[config.mk]
export PLATFORM = sky130hd
export DESIGN_NAME = acc_shift_unit
export DESIGN_NICKNAME = d
export VERILOG_FILES = /design/src/rtl/acc_shift_pkg.sv /design/src/rtl/acc_step_unit.sv /design/src/rtl/acc_store_scaler.sv /design/src/rtl/acc_shift_unit.sv
export SDC_FILE = /design/constraint.sdc
export NUM_CORES = 1
export LEC_CHECK = 0
export ABC_CLOCK_PERIOD_IN_PS = 2500
export BUFFER_PORTS_ARGS = -buffer_cell sky130_fd_sc_hd__buf_2
export CORE_MARGIN = 8
export CORE_UTILIZATION = 35
export CTS_CLUSTER_SIZE = 30
export DETAILED_ROUTE_END_ITERATION = 10
export HOLD_SLACK_MARGIN = 0.05
export PLACE_DENSITY = 0.54
export SLEW_MARGIN = 20
export SYNTH_ARGS = -nofsm -noshare
export SYNTH_HDL_FRONTEND = slang
export SYNTH_SLANG_ARGS = --single-unit
[constraint.sdc]
create_clock -name clk -period 2.5 [get_ports clk]
set_input_delay 0.5 -clock clk [delete_from_list [all_inputs] [get_ports clk]]
set_output_delay 0.5 -clock clk [all_outputs]
set_load 0.05 [all_outputs]
[src/rtl/acc_shift_pkg.sv]
package acc_shift_pkg;
    typedef enum logic [1:0] {
        OP_SHL = 2'd0,
        OP_SHR = 2'd1,
        OP_ROL = 2'd2,
        OP_ROR = 2'd3
    } shift_op_e;
endpackage

[src/rtl/acc_step_unit.sv]
// One single-bit shift or rotate through the carry flag.
module acc_step_unit
    import acc_shift_pkg::*;
#(
    parameter int ACC_W = 32
) (
    input  logic [ACC_W-1:0] acc_i,
    input  logic             carry_i,
    input  shift_op_e        op_i,
    input  logic             sign_mode_i,
    output logic [ACC_W-1:0] acc_o,
    output logic             carry_o
);
    localparam int MSB = ACC_W - 1;

    always_comb begin
        acc_o   = acc_i;
        carry_o = carry_i;
        unique case (op_i)
            OP_SHL: begin
                carry_o = acc_i[MSB];
                acc_o   = {acc_i[MSB-1:0], 1'b0};
            end
            OP_SHR: begin
                carry_o = acc_i[0];
                acc_o   = {(sign_mode_i & acc_i[MSB]), acc_i[MSB:1]};
            end
            OP_ROL: begin
                carry_o = acc_i[MSB];
                acc_o   = {acc_i[MSB-1:0], carry_i};
            end
            OP_ROR: begin
                carry_o = acc_i[0];
                acc_o   = {carry_i, acc_i[MSB:1]};
            end
            default: ;
        endcase
    end
endmodule

[src/rtl/acc_store_scaler.sv]
// Combinational half-word store path with 0..2^SCALE_W-1 left scaling.
module acc_store_scaler #(
    parameter int ACC_W   = 32,
    parameter int SCALE_W = 3
) (
    input  logic [ACC_W-1:0]   acc_i,
    input  logic               sel_hi_i,
    input  logic [SCALE_W-1:0] amt_i,
    output logic [ACC_W/2-1:0] data_o
);
    localparam int HALF_W = ACC_W / 2;

    logic [ACC_W-1:0] wide_d;
    logic [ACC_W-1:0] shifted_d;

    always_comb begin
        // The low half is zero-extended so nothing but zeros enters from the right.
        wide_d    = sel_hi_i ? acc_i : {{HALF_W{1'b0}}, acc_i[HALF_W-1:0]};
        shifted_d = wide_d << amt_i;
        data_o    = sel_hi_i ? shifted_d[ACC_W-1:HALF_W] : shifted_d[HALF_W-1:0];
    end
endmodule

[src/rtl/acc_shift_unit.sv]
module acc_shift_unit
    import acc_shift_pkg::*;
#(
    parameter int ACC_W   = 32,
    parameter int CNT_W   = 4,
    parameter int SCALE_W = 3
) (
    input  logic               clk,
    input  logic               rst_n,
    input  logic               load_valid,
    input  logic [ACC_W-1:0]   load_data,
    input  logic               cmd_valid,
    input  logic [1:0]         cmd_op,
    input  logic [CNT_W-1:0]   cmd_rpt,
    input  logic               sign_mode,
    input  logic               store_hi,
    input  logic [SCALE_W-1:0] store_shift,
    output logic [ACC_W-1:0]   acc_out,
    output logic               carry_out,
    output logic               busy,
    output logic [ACC_W/2-1:0] store_data
);
    localparam int MSB    = ACC_W - 1;
    localparam int HALF_W = ACC_W / 2;

    typedef struct packed {
        logic [ACC_W-1:0] acc;
        logic             carry;
        logic [CNT_W-1:0] rem;
        shift_op_e        op;
        logic             sxm;
    } state_t;

    state_t q, d;

    logic             start_d;
    logic             load_ok_d;
    logic             step_en_d;
    shift_op_e        eff_op_d;
    logic             eff_sxm_d;
    logic [ACC_W-1:0] step_acc_d;
    logic             step_carry_d;

    assign busy = (q.rem != '0);

    acc_step_unit #(.ACC_W(ACC_W)) u_step (
        .acc_i      (q.acc),
        .carry_i    (q.carry),
        .op_i       (eff_op_d),
        .sign_mode_i(eff_sxm_d),
        .acc_o      (step_acc_d),
        .carry_o    (step_carry_d)
    );

    acc_store_scaler #(.ACC_W(ACC_W), .SCALE_W(SCALE_W)) u_store (
        .acc_i   (q.acc),
        .sel_hi_i(store_hi),
        .amt_i   (store_shift),
        .data_o  (store_data)
    );

    always_comb begin
        d         = q;
        load_ok_d = load_valid && !busy;
        start_d   = cmd_valid && !busy && !load_valid;
        step_en_d = start_d || busy;
        eff_op_d  = start_d ? shift_op_e'(cmd_op) : q.op;
        eff_sxm_d = start_d ? sign_mode : q.sxm;

        if (load_ok_d) begin
            d.acc = load_data;
        end else if (step_en_d) begin
            d.acc   = step_acc_d;
            d.carry = step_carry_d;
        end

        if (start_d) begin
            d.rem = cmd_rpt;
            d.op  = eff_op_d;
            d.sxm = eff_sxm_d;
        end else if (busy) begin
            d.rem = q.rem - CNT_W'(1);
        end
    end

    always_ff @(posedge clk or negedge rst_n) begin
        if (!rst_n) begin
            q.acc   <= '0;
            q.carry <= 1'b1;
            q.rem   <= '0;
            q.op    <= OP_SHL;
            q.sxm   <= 1'b0;
        end else begin
            q <= d;
        end
    end

    assign acc_out   = q.acc;
    assign carry_out = q.carry;

    // Assertions next to the sequencing and step logic.
    a_r8_countdown: assert property (@(posedge clk) disable iff (!rst_n)
        busy |=> (q.rem == $past(q.rem) - CNT_W'(1)));

    a_r9_cmd_ignored: assert property (@(posedge clk) disable iff (!rst_n)
        (busy && cmd_valid) |=> (q.op == $past(q.op)) && (q.sxm == $past(q.sxm)));

    a_r3_shl_fill: assert property (@(posedge clk) disable iff (!rst_n)
        (step_en_d && eff_op_d == OP_SHL) |=>
            (!q.acc[0] && q.carry == $past(q.acc[MSB])));

    a_r4_keep_sign: assert property (@(posedge clk) disable iff (!rst_n)
        (step_en_d && eff_op_d == OP_SHR && eff_sxm_d) |=>
            (q.acc[MSB] == $past(q.acc[MSB]) && q.carry == $past(q.acc[0])));

    a_r7_ror_carry: assert property (@(posedge clk) disable iff (!rst_n)
        (step_en_d && eff_op_d == OP_ROR) |=>
            (q.acc[MSB] == $past(q.carry) && q.carry == $past(q.acc[0])));

    a_r11_low_zero: assert property (@(posedge clk) disable iff (!rst_n)
        (!store_hi && store_shift != '0) |-> (store_data[0] == 1'b0));

    a_r10_hi_fill: assert property (@(posedge clk) disable iff (!rst_n)
        (store_hi && store_shift == SCALE_W'(1)) |-> (store_data[0] == q.acc[HALF_W-1]));
endmodule

==> results.py <==
metrics = {
    "grt": {
        "track_usage": 0.156,
        "grt_pass1_wl_mm": 16.5,
        "grt_max_degree": 44,
        "grt_pass1_vias": 3062,
        "grt.overflow.total": 0,
        "antenna_found_initial": 0,
    },
    "synthesis": {
        "synth_common_cells": "a21oi_1, dfrtp_1, nor2_1",
        "synthCells": 364,
        "postSynthAreaPerCell_sq_um": 9.40,
        "synth_edf_count": 0,
        "netlist_top_cells_area": "dfrtp_1, a221o_1, buf_4",
        "synth_top_family_by_area": "compound AO/OA/AOI/OAI gates",
        "synth.mux.area_fraction": 0.188,
        "ys_ff_latch": 40,
        "synth_warnings": 0,
        "synth_top_area_share": 0.285,
        "netlist_area_sq_um": 3420,
        "synth_compound_area_frac": 0.211,
        "yosysMostFrequentCell": "a21oi_1",
        "yosys.area_share.simple": 0.159,
        "synth_xor_area_frac": 0.00512,
        "ys.flop_type": "dfrtp_1",
        "synthAdderAreaFrac": 0.00731,
        "yosysSeqAreaShare": 0.293,
        "synth_cell_types": 47,
        "yosysTopAreaCell": "dfrtp_1",
        "synthesis.nets": 413,
        "async_flop_share": 1.00,
    },
    "timing": {
        "fmax_mhz": 408,
        "finalClockSkew_ns": 0.0101,
        "slew_headroom": 0.393,
        "period_needed_ns": 2.45,
        "holdWs_ns": 0.307,
        "setup-violations-final": 0,
        "finalHoldViolations": 0,
        "fin_crit_sh": 0.981,
        "worst_pin_slew_ns": 0.910,
        "slew_viol_final": 0,
    },
    "clocking": {
        "htreeDepth": 2,
        "cts_buffer_depth": 2,
        "hold_buffers": 0,
        "clk_pin_slew_ns": 0.08,
        "cts_inserted_buffers": 5,
        "clock_latency_ns": 0.30,
        "clock-root-buffer": "clkbuf_8",
        "clock-sinks": 40,
        "cts_tree": "yes",
    },
    "route": {
        "drc_errors": 0,
        "drt_pre_antenna_iters": 5,
        "vias": 3028,
        "drt_wl_total_mm": 10.2,
        "antenna_left": 0,
        "viasPerCell": 5.35,
        "drt_iter0_drc": 199,
        "routedWlPerCell_microns": 18.1,
    },
    "place": {
        "gp_congestion": 0.839,
        "placedCellCount": 551,
        "portBuffers": 96,
        "post-dp-hpwl_mm": 7.76,
    },
    "cells_and_area": {
        "fill_cells": 1010,
        "area_growth_pct": 18.6,
        "drive_gt1_frac": 0.418,
        "finalNetCount": 481,
        "final_cells": 566,
        "num_antenna_cells": 0,
    },
    "worst_setup_path": {
        "critPathLaunchType": "primary input",
        "cp_data_required_time_ns": 2.00,
        "reg2reg_depth": 8,
        "regToRegSetupSlack_ns": 0.50,
        "timing.rr.start": "q[3]",
        "critPathKind": "primary input to output port",
        "endpoint_kind": "output port",
        "reg2reg_to": "acc_out[28]",
        "critPathArrivalTime_ns": 1.95,
        "critPathMaxFanout": 5,
    },
    "pwr": {
        "total_power_w": 0.00500,
        "vdd_ir_drop_max_v": 0.000666,
        "powerDensity_nw_per_um2": 1230,
        "power.static_leakage_nw": 1.82,
    },
    "outcome": {
        "status": "completed",
    },
    "min_path": {
        "hold_path_class": "primary input to asynchronous set/reset pin",
    },
    "die": {
        "die_w_microns": 115,
        "die_y_microns": 115,
        "die-area_sq_um": 13200,
        "core.rowCount": 36,
        "start_util": 0.355,
        "boundaryPins": 97,
        "core-area_sq_um": 9640,
    },
    "flow_run": {
        "maxCapViolations": 0,
    },
}
how the worst max path moves through the flow:
stage | end | depth (start not counted) | from | slack, ns
finish | store_data[8] | 7 | store_hi | 0.05
global route | store_data[8] | 5 | acc_out[5] | -0.008
CTS | store_data[13] | 6 | store_shift[0] | 0.002
detailed placement | store_data[12] | 6 | store_shift[0] | -0.02
global placement | store_data[13] | 6 | store_shift[0] | 0.04
floorplan | store_data[1] | 6 | store_hi | -0.005
per-stage QoR:
step,area [sq um],setup slack (ns),setup TNS [ns],util
5_1_grt,4060,-0.00801,-0.00956,0.421
3_5_place_dp,3840,-0.0203,-0.0203,0.399
2_1_floorplan,3440,-0.00452,-0.00452,-
4_1_cts,3960,0.00162,0,0.410
6_report,4060,0.0487,0,0.421
3_3_place_gp,3840,0.0375,0,0.399
state kept, by name, summed over array words and instances, names as in the netlist:
| register | cells |
|---|---|
| acc_out | 32 |
| q | 7 |
| carry_out | 1 |
critical path: stages:
cell	delay, ns
clkbuf_4	0.16
buf_12	0.11
mux4_2	0.54
mux2i_2	0.23
nand2_1	0.08
o31a_1	0.11
buf_2	0.21
per-layer routing:
layer | wire length (microns) | share of wire | track usage
met1 | 4780 | 0.47 | 0.206
met3 | 524 | 0.051 | 0.0320
met4 | 61 | 0.0060 | 0.0342
met5 | 0 | 0 | 0
met2 | 4860 | 0.48 | 0.258
repair_timing:
action	in CTS	in global routing
resized for setup	3	37
cloned	0	0
setup endpoints to repair	3	14
pin swaps	0	0
setup buffers	0	7
endpoints found under the hold margin	0	0
report_power, final:
| group | switching, W | internal (W) |
|---|---|---|
| registers | 0.000408 | 0.000938 |
| clock network | 0.000234 | 0.000296 |
| logic | 0.00198 | 0.00114 |
cell usage in the layout, fill, tap and decap left out, types with 14 or more instances in the layout:
cell     synthesis  layout
a221o_1         31      31
a21oi_1         41      40
nand2_1         17      17
dfrtp_2          0      14
nor2_1          39      39
dfrtp_1         39      25
buf_4           38      34
buf_2           11      87
nor3b_1         33      33
mux2i_1         23      15
kinds of logic after synthesis:
logic type / count (synthesis)
xor gates and xnor gates: 2
DFF: 40
muxes: 43
AOI/OAI and AO/OA: 100
buffers and inverters: 75
adders and majority gates: 2
and+or+nand+nor: 102
layout make-up:
class	count	area [sq um]	share of cell area
clock buffers	6	72.6	0.0179
clock inverters	2	35.0	0.00863
inverters	10	37.5	0.00924
multi-input cells	249	1980	0.488
flip-flops and latches	40	1020	0.251
well taps	133	166	0.0410
repair buffers	126	748	0.184
(Power assumes the default switching activity.)
